$ cat config.mk
export PLATFORM = sky130hd
export DESIGN_NAME = smb_alert_slave
export DESIGN_NICKNAME = d
export VERILOG_FILES = /design/src/rtl/smb_pkg.sv /design/src/rtl/smb_line_sync.sv /design/src/rtl/smb_regfile.sv /design/src/rtl/smb_irq_hold.sv /design/src/rtl/smb_alert_slave.sv
export SDC_FILE = /design/constraint.sdc
export NUM_CORES = 1
export LEC_CHECK = 0
export BUFFER_PORTS_ARGS = -buffer_cell sky130_fd_sc_hd__buf_2
export CAP_MARGIN = 0
export CELL_PAD_IN_SITES_DETAIL_PLACEMENT = 1
export CELL_PAD_IN_SITES_GLOBAL_PLACEMENT = 1
export CORE_MARGIN = 8
export CORE_UTILIZATION = 46
export DETAILED_ROUTE_END_ITERATION = 10
export GPL_TIMING_DRIVEN = 0
export PLACE_DENSITY = 0.85
export SETUP_SLACK_MARGIN = 0.5
export SYNTH_ARGS = -nofsm -noshare
export SYNTH_HDL_FRONTEND = slang
export SYNTH_SLANG_ARGS = --single-unit
$ cat constraint.sdc
create_clock -name clk -period 3.2 [get_ports clk]
set_input_delay 0.16 -clock clk [delete_from_list [all_inputs] [get_ports clk]]
set_output_delay 0.16 -clock clk [all_outputs]
set_load 0.03 [all_outputs]
$ cat src/rtl/smb_pkg.sv
package smb_pkg;
  localparam int BYTE_W = 8;
  localparam logic [2:0] OWN_ADDR_HI = 3'b010;
  localparam logic [6:0] BCAST_ADDR  = 7'b0110000;
  localparam logic [6:0] ALERT_ADDR  = 7'b0001100;

  typedef enum logic [3:0] {
    S_IDLE,
    S_ADDR,
    S_ADDR_ACK,
    S_CMD,
    S_CMD_ACK,
    S_WDAT,
    S_WDAT_ACK,
    S_TX,
    S_TX_ACK,
    S_HOLD
  } smb_state_e;
endpackage

$ cat src/rtl/smb_line_sync.sv
module smb_line_sync #(
  parameter int STAGES = 2
) (
  input  logic clk,
  input  logic rst_n,
  input  logic d,
  output logic q,
  output logic q_d
);
  logic [STAGES-1:0] chain_q;

  always_ff @(posedge clk) begin
    if (!rst_n) begin
      chain_q <= '1;
      q_d     <= 1'b1;
    end else begin
      chain_q <= {chain_q[STAGES-2:0], d};
      q_d     <= chain_q[STAGES-1];
    end
  end

  assign q = chain_q[STAGES-1];
endmodule

$ cat src/rtl/smb_regfile.sv
module smb_regfile
  import smb_pkg::*;
#(
  parameter int NREG = 4,
  localparam int PW = $clog2(NREG)
) (
  input  logic                   clk,
  input  logic                   rst_n,
  input  logic                   we,
  input  logic [PW-1:0]          waddr,
  input  logic [BYTE_W-1:0]      wdata,
  input  logic [PW-1:0]          raddr,
  output logic [BYTE_W-1:0]      rdata,
  output logic [NREG*BYTE_W-1:0] flat
);
  logic [BYTE_W-1:0] mem [NREG];

  for (genvar g = 0; g < NREG; g++) begin : g_reg
    always_ff @(posedge clk) begin
      if (!rst_n) begin
        mem[g] <= '0;
      end else if (we && (waddr == PW'(g))) begin
        mem[g] <= wdata;
      end
    end
    assign flat[g*BYTE_W +: BYTE_W] = mem[g];
  end

  assign rdata = mem[raddr];
endmodule

$ cat src/rtl/smb_irq_hold.sv
module smb_irq_hold (
  input  logic clk,
  input  logic rst_n,
  input  logic bus_start,
  input  logic bus_stop,
  input  logic irq_req,
  output logic busy,
  output logic int_act
);
  always_ff @(posedge clk) begin
    if (!rst_n) begin
      busy <= 1'b0;
    end else if (bus_start) begin
      busy <= 1'b1;
    end else if (bus_stop) begin
      busy <= 1'b0;
    end
  end

  always_ff @(posedge clk) begin
    if (!rst_n) begin
      int_act <= 1'b0;
    end else if (!busy && !bus_start) begin
      int_act <= irq_req;
    end
  end

  // no interrupt change while a transaction is open
  p_int_frozen_r8: assert property (@(posedge clk) disable iff (!rst_n)
    busy |=> $stable(int_act));

  // a START always opens the hold window
  p_busy_after_start_r9: assert property (@(posedge clk) disable iff (!rst_n)
    bus_start |=> busy);
endmodule

$ cat src/rtl/smb_alert_slave.sv
module smb_alert_slave
  import smb_pkg::*;
#(
  parameter int NREG        = 4,
  parameter int SYNC_STAGES = 2
) (
  input  logic                   clk,
  input  logic                   rst_n,
  input  logic [3:0]             addr_strap,
  input  logic                   scl_i,
  input  logic                   sda_i,
  output logic                   sda_pull,
  input  logic                   irq_req,
  output logic                   int_n,
  output logic [NREG*BYTE_W-1:0] regs_o
);
  localparam int PW    = $clog2(NREG);
  localparam int NLINE = 2;

  // line synchronisers: index 0 = clock line, index 1 = data line
  logic [NLINE-1:0] raw_l, lvl_l, lvl_d;
  assign raw_l = {sda_i, scl_i};

  for (genvar g = 0; g < NLINE; g++) begin : g_sync
    smb_line_sync #(.STAGES(SYNC_STAGES)) u_sync (
      .clk  (clk),
      .rst_n(rst_n),
      .d    (raw_l[g]),
      .q    (lvl_l[g]),
      .q_d  (lvl_d[g])
    );
  end

  logic scl_s, scl_d, sda_s, sda_d;
  assign scl_s = lvl_l[0];
  assign scl_d = lvl_d[0];
  assign sda_s = lvl_l[1];
  assign sda_d = lvl_d[1];

  logic bus_start, bus_stop, scl_rise, scl_fall;
  assign bus_start = scl_s & scl_d & sda_d & ~sda_s;
  assign bus_stop  = scl_s & scl_d & ~sda_d & sda_s;
  assign scl_rise  = scl_s & ~scl_d;
  assign scl_fall  = ~scl_s & scl_d;

  // state
  smb_state_e        state_q;
  logic [3:0]        bit_cnt_q;
  logic [BYTE_W-1:0] sh_q;
  logic [BYTE_W-1:0] tx_q;
  logic              drive_q;
  logic              rd_q;
  logic [PW-1:0]     ptr_q;

  logic              txn_busy, int_act;
  logic [BYTE_W-1:0] rdata;

  // address decode of the byte just shifted in
  logic [6:0] rx_addr, own_addr;
  logic       rx_rw, hit_own, hit_bc, hit_alert, addr_hit, byte_end, wr_en;

  assign rx_addr   = sh_q[7:1];
  assign rx_rw     = sh_q[0];
  assign own_addr  = {OWN_ADDR_HI, addr_strap};
  assign hit_own   = (rx_addr == own_addr);
  assign hit_bc    = (rx_addr == BCAST_ADDR) && !rx_rw;
  assign hit_alert = (rx_addr == ALERT_ADDR) && rx_rw && int_act;
  assign addr_hit  = hit_own | hit_bc | hit_alert;
  assign byte_end  = scl_fall && (bit_cnt_q == 4'd8);
  assign wr_en     = (state_q == S_WDAT) && byte_end;

  always_ff @(posedge clk) begin
    if (!rst_n) begin
      state_q   <= S_IDLE;
      bit_cnt_q <= '0;
      sh_q      <= '0;
      tx_q      <= '0;
      drive_q   <= 1'b0;
      rd_q      <= 1'b0;
      ptr_q     <= '0;
    end else if (bus_start) begin
      state_q   <= S_ADDR;
      bit_cnt_q <= '0;
      drive_q   <= 1'b0;
    end else if (bus_stop) begin
      state_q   <= S_IDLE;
      drive_q   <= 1'b0;
    end else begin
      unique case (state_q)
        S_ADDR, S_CMD, S_WDAT: begin
          if (scl_rise) begin
            sh_q      <= {sh_q[BYTE_W-2:0], sda_s};
            bit_cnt_q <= bit_cnt_q + 4'd1;
          end else if (byte_end) begin
            bit_cnt_q <= '0;
            if (state_q == S_ADDR) begin
              if (addr_hit) begin
                drive_q <= 1'b1;
                rd_q    <= rx_rw;
                tx_q    <= hit_alert ? {own_addr, 1'b0} : rdata;
                state_q <= S_ADDR_ACK;
              end else begin
                state_q <= S_HOLD;
              end
            end else if (state_q == S_CMD) begin
              ptr_q   <= sh_q[PW-1:0];
              drive_q <= 1'b1;
              state_q <= S_CMD_ACK;
            end else begin
              drive_q <= 1'b1;
              state_q <= S_WDAT_ACK;
            end
          end
        end
        S_ADDR_ACK: begin
          if (scl_fall) begin
            bit_cnt_q <= '0;
            if (rd_q) begin
              drive_q <= ~tx_q[BYTE_W-1];
              state_q <= S_TX;
            end else begin
              drive_q <= 1'b0;
              state_q <= S_CMD;
            end
          end
        end
        S_CMD_ACK: begin
          if (scl_fall) begin
            drive_q <= 1'b0;
            state_q <= S_WDAT;
          end
        end
        S_WDAT_ACK: begin
          if (scl_fall) begin
            drive_q <= 1'b0;
            state_q <= S_HOLD;
          end
        end
        S_TX: begin
          if (scl_rise) begin
            bit_cnt_q <= bit_cnt_q + 4'd1;
          end else if (scl_fall) begin
            if (bit_cnt_q == 4'd8) begin
              drive_q <= 1'b0;
              state_q <= S_TX_ACK;
            end else begin
              tx_q    <= {tx_q[BYTE_W-2:0], 1'b0};
              drive_q <= ~tx_q[BYTE_W-2];
            end
          end
        end
        S_TX_ACK: begin
          if (scl_fall) state_q <= S_HOLD;
        end
        default: ;
      endcase
    end
  end

  smb_regfile #(.NREG(NREG)) u_regs (
    .clk  (clk),
    .rst_n(rst_n),
    .we   (wr_en),
    .waddr(ptr_q),
    .wdata(sh_q),
    .raddr(ptr_q),
    .rdata(rdata),
    .flat (regs_o)
  );

  smb_irq_hold u_irq (
    .clk      (clk),
    .rst_n    (rst_n),
    .bus_start(bus_start),
    .bus_stop (bus_stop),
    .irq_req  (irq_req),
    .busy     (txn_busy),
    .int_act  (int_act)
  );

  assign sda_pull = drive_q;
  assign int_n    = ~int_act;

  // START always restarts the address phase
  p_start_to_addr_r7: assert property (@(posedge clk) disable iff (!rst_n)
    bus_start |=> (state_q == S_ADDR));

  // STOP releases the data line
  p_stop_release_r10: assert property (@(posedge clk) disable iff (!rst_n)
    bus_stop |=> !sda_pull);

  // data line moves only while the clock line is low
  p_drive_scl_low_r10: assert property (@(posedge clk) disable iff (!rst_n)
    ((sda_pull != $past(sda_pull)) && !$past(bus_stop) && !$past(bus_start)) |-> !scl_s);

  // alert address is refused while no interrupt is pending
  p_alert_needs_int_r6: assert property (@(posedge clk) disable iff (!rst_n)
    ((state_q == S_ADDR) && byte_end && (rx_addr == ALERT_ADDR) && rx_rw && !int_act)
      |=> (state_q == S_HOLD));

  // register writes happen only inside an open transaction
  p_write_in_txn_r2: assert property (@(posedge clk) disable iff (!rst_n)
    wr_en |-> txn_busy);
endmodule

==> key figures, run 1 <==
Power
  – Lkg Pwr: 1.57 nW
  – Pwr Total: 2.00 mW
  – Pwr per Cell Area: 486 mW/mm^2
  – Worst VDD drop: 0.263 mV

Die
  – Die ar.: approximately 0.011 sq mm
  – Placeable Area: 0.00757 sq mm
  – Die height: 104 um
  – Starting Density: between 40% and 50%
  – Die X: 104 um
  – Site Rows: 32
  – Boundary Pins: 43

Global routing
  – Global-route usage over all layers: 18.7%
  – GRT Residual Overflow: 0
  – Largest net degree at the start of global routing: 13
  – Initial antenna violation count: 0
  – First-pass GRT wire length: 16000 um
  – Vias in the first global route: 2880

CTS
  – Clk buf depth: 2
  – Worst-path clk slew: roughly 0.070 ns
  – H-tree depth: 3
  – CTS buffer count: 9
  – # clock sinks: 70
  – CTS tree: built
  – Worst-skew pair later-pin latency: between 0.3 and 0.4 ns
  – CTS resizes: 0
  – Root Driver: clkbuf_8

Timing
  – RSZ-0062 raised after global routing: true
  – Slew Limit Fails: 0
  – Period utilisation layout: 83.8%
  – Slew @ Worst Pin: 1.01 ns
  – Final Skew: 0.0140 ns
  – Final critical-path required period: between 2 and 3 ns
  – Final setup viols: 0
  – Final Hold Vio Count: 0
  – Highest Clock Rate: 373 MHz
  – Hold WS: 0.0136 ns
  – Worst setup margin: 0.520 ns
  – Max-Slew Margin vs Limit: roughly 32%
  – Setup Total Neg Slack: 0 ns

Logic synthesis
  – Multiplexer share of the synthesized area: 9.96%
  – Mapped cell area: 0.00353 sq mm
  – Post-Synth Adder-Cell Area: less than 1%
  – Post-synth top flop: dfxtp_1
  – Synth Net Count: 337
  – Syn avg cell area: roughly 11 sq um
  – Area contributors post-synth: edfxtp_1 27%, dfxtp_1 22%, and2_1 5.8%
  – Post-synthesis register bit count: 70
  – Post-synth ARST share: 0%
  – Xor and xnor area share after synthesis: 1.74%
  – Post-synthesis cell count: about 330
  – Share of the synthesized area in the top cell type: 27.2%
  – Number of synthesis warnings: 0
  – Seq/Total Area, Yosys: 48.8%
  – Post-synth EDFFs: 32
  – Distinct cells, synth: 59
  – Area leader, netlist: edfxtp_1
  – Largest family of logic cells by synthesized area: simple AND/OR/NAND/NOR gates
  – Synth Area in Compound Gates: 11.9%
  – Simple-gate share of the synthesized area: 23.6%

Placement
  – Post-place instance area: between 0.003 and 0.004 sq mm
  – Pre-CTS WS: 0.209 ns
  – Final Wtd Congestion: 0.898
  – HPWL after detailed placement: 6870 um
  – Number of port buffers: 42
  – Post-Place Cells: 470

Cells and area
  – Syn-to-layout area delta: 16.7%
  – Sequential Area: 0.00172 sq mm
  – Design Area, Final: ~0.0041 sq mm
  – Multi-input gate area: 0.00170 sq mm
  – Non-Filler Instances: 487
  – Final core utilization: 54.5%
  – N_diodes: 0
  – Layout fillers: 846
  – Layout Nets: just under 400
  – Layout cells sized above 1: a little under a quarter

Worst setup path
  – Worst Reg-to-Reg Cells: 6
  – Arr. time, crit path: 2.65 ns
  – Critical Path RT: 3.17 ns
  – Worst Path Class, Setup: flip-flop to flip-flop
  – CP Max Fanout: 8
  – Worst setup EP type: flip-flop
  – Critical path launch point type: flip-flop

Detailed routing
  – Final wirelength: 9900 um
  – Antenna viol nets, final: 0
  – DRC: 0
  – Router iterations before antenna repair: 4
  – Routed WL per cell: roughly 20 um
  – Via density: ~5.6
  – Number of DRC markers in iteration 0: 121
  – DR vias: approximately 2800

Worst hold path
  – Worst min path class: input port to flip-flop
  – Hold-critical path depth: 2

Job
  – Max-cap viol count: 0

Status
  – Outcome: finished, final reports clean
logic make-up (layout without fill, tap and decap cells):
kind of cell | Yosys count | in the layout
AND/OR/NAND/NOR | 138 | 138
buffers and inverters | 23 | 82
flip-flops | 70 | 70
XOR/XNOR | 7 | 7
multiplexers | 25 | 25
AO/OA/AOI/OAI | 61 | 61
adder cells (fa/ha/maj) | 2 | 2
per-layer routing:
| metal | share of wire, % | vias up | global-route usage [%] | wire length, um |
|---|---|---|---|---|
| met2 | 51 | 70 | 31.6 | 5050 |
| met1 | 43 | 1374 | 22.9 | 4220 |
| met5 | 0 | - | 0 | 0 |
| met3 | 5.0 | 11 | 4.09 | 496 |
| met4 | 1.3 | 0 | 5.98 | 131 |
| li1 | - | 1296 | - | - |
placed cells by master, fill, tap and decap left out, types with 6 or more instances in the layout:
cell type | synthesis | final
a21oi_1 | 11 | 11
and2_1 | 33 | 33
buf_2 | 7 | 49
clkbuf_1 | 6 | 8
clkbuf_8 | 0 | 9
dfxtp_1 | 38 | 38
edfxtp_1 | 32 | 32
mux2i_1 | 16 | 16
mux4_2 | 8 | 8
nand2_1 | 19 | 19
nand2b_1 | 15 | 15
nand3_1 | 11 | 11
nor2_1 | 15 | 15
nor2b_1 | 14 | 14
o211ai_1 | 6 | 6
o21ai_0 | 16 | 13
registers in the layout (all words and copies together), names as in the netlist, 2 cells and up, named ones only:
signal / flops
sh_q: 8
u_regs.mem: 32
g_sync.u_sync.q_d: 2
bit_cnt_q: 4
ptr_q: 2
state_q: 4
tx_q: 8
g_sync.u_sync.chain_q: 4
path summary, 6_finish.rpt:
path | startpoint | to | slack, ns
max | bit_cnt_q[0]$_SDFFE_PP0P_ | u_regs.mem[3][0]$_SDFFCE_PN0P_ | 0.52
min | scl_i | g_sync[0].u_sync.chain_q[0]$_SDFF_PN1_ | 0.01
max reg2reg | bit_cnt_q[0]$_SDFFE_PP0P_ | u_regs.mem[3][0]$_SDFFCE_PN0P_ | 0.52
min reg2reg | g_sync[0].u_sync.chain_q[0]$_SDFF_PN1_ | g_sync[0].u_sync.chain_q[1]$_SDFF_PN1_ | 0.42
cell usage after synthesis (2+ instances only):
| cell type | number |
|---|---|
| a21oi_1 | 11 |
| buf_2 | 7 |
| o21ai_0 | 16 |
| a211oi_1 | 2 |
| buf_6 | 2 |
| o211ai_1 | 6 |
| nand2b_1 | 15 |
| and2_1 | 33 |
| o21ai_2 | 4 |
| nor3b_1 | 4 |
| nor3_1 | 4 |
| edfxtp_1 | 32 |
| buf_4 | 2 |
| xnor2_1 | 4 |
| nor3_2 | 2 |
| mux2i_1 | 16 |
| nor2b_1 | 14 |
| nor2_1 | 15 |
| nor4b_1 | 2 |
| xor2_1 | 3 |
| and3_1 | 3 |
| a211o_1 | 2 |
| inv_1 | 5 |
| clkbuf_1 | 6 |
| a21boi_0 | 2 |
| a31oi_1 | 4 |
| dfxtp_1 | 38 |
| nand4b_1 | 2 |
| o21a_1 | 2 |
| ha_1 | 2 |
| a21o_1 | 2 |
| nand4_1 | 2 |
| mux4_2 | 8 |
| nand3_1 | 11 |
| nand2_1 | 19 |
worst max-delay path, stage by stage, from the launching register on:
cell      delay, ns
dfxtp_1        0.33
inv_1          0.08
ha_1           0.17
nand3b_1       0.24
nor3_1         0.38
nand3_1        0.25
o21ai_1        0.86
power breakdown:
part | internal (mW) | switching [mW]
registers | 0.959 | 0.0170
clock network | 0.521 | 0.346
logic | 0.0486 | 0.109
repair_timing:
item,4_1_cts,5_1_grt
endpoints found under the setup margin,32,32
pin swaps,0,0
hold buffers,1,0
setup buffers,0,0
hold endpoints to repair,1,0
layout make-up:
class,count,area share [%]
plain buffers,18,2.40
clock buffers,11,3.19
clock inverters,5,2.58
inverters,5,0.455
multi-input cells,233,41.2
flip-flops and latches,70,41.8
well taps,102,3.10
repair buffers,43,5.34
No activity file was read; power rests on OpenSTA's default activity.
==> run 2: changes to the inputs <==
--- a/config.mk
+++ b/config.mk
@@ -10,10 +10,10 @@
 export CELL_PAD_IN_SITES_DETAIL_PLACEMENT = 1
 export CELL_PAD_IN_SITES_GLOBAL_PLACEMENT = 1
 export CORE_MARGIN = 8
-export CORE_UTILIZATION = 46
+export CORE_UTILIZATION = 41
 export DETAILED_ROUTE_END_ITERATION = 10
 export GPL_TIMING_DRIVEN = 0
-export PLACE_DENSITY = 0.85
+export PLACE_DENSITY = 0.8
 export SETUP_SLACK_MARGIN = 0.5
 export SYNTH_ARGS = -nofsm -noshare
 export SYNTH_HDL_FRONTEND = slang
==> constraint.sdc (replaced) <==
create_clock -name clk -period 2.35 [get_ports clk]
set_input_delay 0.1175 -clock clk [delete_from_list [all_inputs] [get_ports clk]]
set_output_delay 0.1175 -clock clk [all_outputs]
set_load 0.03 [all_outputs]
==> key figures, run 2 (synthesis results as in run 1) <==
Detailed routing
  – Via density: 6.05
  – DRC: 0
  – Number of DRC markers in iteration 0: 256
  – Antenna viol nets, final: 0
  – DR vias: between 3000 and 4000
  – Router iterations before antenna repair: 4
  – Final wirelength: 13700 um
  – Routed WL per cell: between 20 and 30 um

Timing
  – Period utilisation layout: roughly 86%
  – Final critical-path required period: about 2.0 ns
  – Worst setup margin: 0.326 ns
  – Setup Total Neg Slack: 0 ns
  – Final Hold Vio Count: 0
  – Slew Limit Fails: 0
  – Slew @ Worst Pin: 0.839 ns
  – Max-Slew Margin vs Limit: about 44%
  – RSZ-0062 raised after global routing: true
  – Final Skew: a little over 0.02 ns
  – Highest Clock Rate: 494 MHz
  – Final setup viols: 0

Placement
  – Post-Place Cells: 476
  – Final Wtd Congestion: between 0.8 and 0.9
  – Pre-CTS WS: slightly below 0.09 ns
  – Post-place instance area: 0.00391 sq mm
  – HPWL after detailed placement: roughly 7300 um
  – Number of port buffers: 42

Worst setup path
  – CP Max Fanout: 10
  – Worst Path Class, Setup: flip-flop to flip-flop
  – Critical Path RT: 2.64 ns
  – Arr. time, crit path: roughly 2.3 ns
  – Critical path launch point type: flip-flop
  – R2R Path Start: state_q[1]$_SDFFE_PP0P_
  – Worst setup EP type: flip-flop
  – CP Launch Point: state_q[1]$_SDFFE_PP0P_

Cells and area
  – Non-Filler Instances: 537
  – Layout Nets: 435
  – Most frequent cells in the layout: 44 x buf_2, 34 x buf_4, 32 x and2_1, 32 x edfxtp_1, 29 x dfxtp_1
  – Max FFs per register: 32
  – Most common cell after layout, fill and taps aside: buf_2
  – Register with the most flip-flops: u_regs.mem
  – N_diodes: 0
  – Syn-to-layout area delta: 37.1%
  – Final core utilization: 56.6%
  – Layout cells sized above 1: 42.4%
  – Design Area, Final: 0.00484 sq mm
  – Largest registers: u_regs.mem: 32 flops, sh_q: 8 flops, tx_q: 8 flops
  – Layout fillers: 921

Global routing
  – First-pass GRT wire length: 18200 um
  – Vias in the first global route: 3246
  – Initial antenna violation count: 0
  – Global-route usage over all layers: roughly 20%
  – Largest net degree at the start of global routing: 16
  – GRT Residual Overflow: 0

Die
  – Site Rows: 34
  – Die X: 109 um
  – Placeable Area: 0.00855 sq mm
  – Starting Density: roughly two fifths
  – Die height: 109 um
  – Boundary Pins: 43
  – Die ar.: 0.0118 sq mm

Power
  – Pwr per Cell Area: between 500 and 600 mW/mm^2
  – Logic pwr share: 10.4%
  – Internal: 1.80 mW
  – Clock network power share: 37.7%
  – Switch share: between 20 and 30%
  – Worst VDD drop: roughly 0.38 mV
  – Reg power frac: 51.9%
  – Lkg Pwr: 1.86 nW
  – Reported net switching power: 0.758 mW

CTS
  – H-tree depth: 3
  – Worst-skew pair later-pin latency: around 0.37 ns
  – # clock sinks: 70
  – Root Driver: clkbuf_8
  – CTS buffer count: 9
  – Clk buf depth: 2
  – Worst-path clk slew: 0.09 ns
  – CTS tree: built

Status
  – Outcome: finished, final reports clean

Worst hold path
  – Hold_sp: irq_req
  – Worst min path class: input port to flip-flop

Job
  – Max-cap viol count: 0
run 2: power by group through the flow:
stage                     Combinational (mW)  Sequential, mW  Clock, mW
after floorplan                       0.0832            1.41          0
after global placement                 0.209            1.35          0
after detailed placement               0.214            1.36          0
after CTS                              0.243            1.33      0.955
after global routing                   0.279            1.33       1.02
final                                  0.267            1.33      0.963
run 2: cell type report:
class	instances	area, sq um	share of cell area, %
Buffer	18	145	3.00
Clock buffer	9	124	2.56
Clock inverter	7	61.3	1.27
Inverter	5	18.8	0.388
Multi-Input combinational cell	233	1990	41.1
Sequential cell	70	1740	35.9
Tap cell	108	135	2.79
Timing Repair Buffer	87	629	13.0
run 2: path summary, 6_finish.rpt:
kind | to | slack, ns | depth (start not counted)
min | u_irq.int_act$_SDFFE_PN0P_ | 0.07 | 3
min reg2reg | g_sync[1].u_sync.chain_q[1]$_SDFF_PN1_ | 0.42 | 1
max reg2reg | tx_q[3]$_SDFFE_PN0P_ | 0.33 | 10
max | tx_q[3]$_SDFFE_PN0P_ | 0.33 | 10
run 2: what timing repair did:
item | in CTS | in global routing
endpoints found under the hold margin | 2 | 0
setup endpoints to repair | 86 | 59
resized for setup | 41 | 47
setup buffers | 20 | 22
pin swaps | 17 | 17
cloned | 0 | 1
hold buffers | 2 | 0
run 2: stage by stage:
stage	hold WS (ns)	power, mW
2_1_floorplan	0.219	1.49
3_5_place_dp	0.303	1.57
5_1_grt	0.0721	2.63
4_1_cts	0.0128	2.53
3_3_place_gp	0.297	1.56
6_report	0.0656	2.56
run 2: worst max-delay path, stage by stage (launching register included):
cell and delay [ns]:
dfxtp_1 0.34, buf_6 0.16, and2_0 0.15, buf_4 0.17, mux2i_1 0.11, nor3_2 0.25
o41ai_4 0.16, buf_4 0.18, buf_6 0.13, buf_4 0.13, o21ai_2 0.17
run 2: per-layer routing:
metal	track usage, %	up-vias	wire length, um
li1	-	1381	-
met1	22.7	1641	5250
met2	36.1	175	7030
met3	3.90	50	928
met4	8.60	0	541
met5	0	-	0
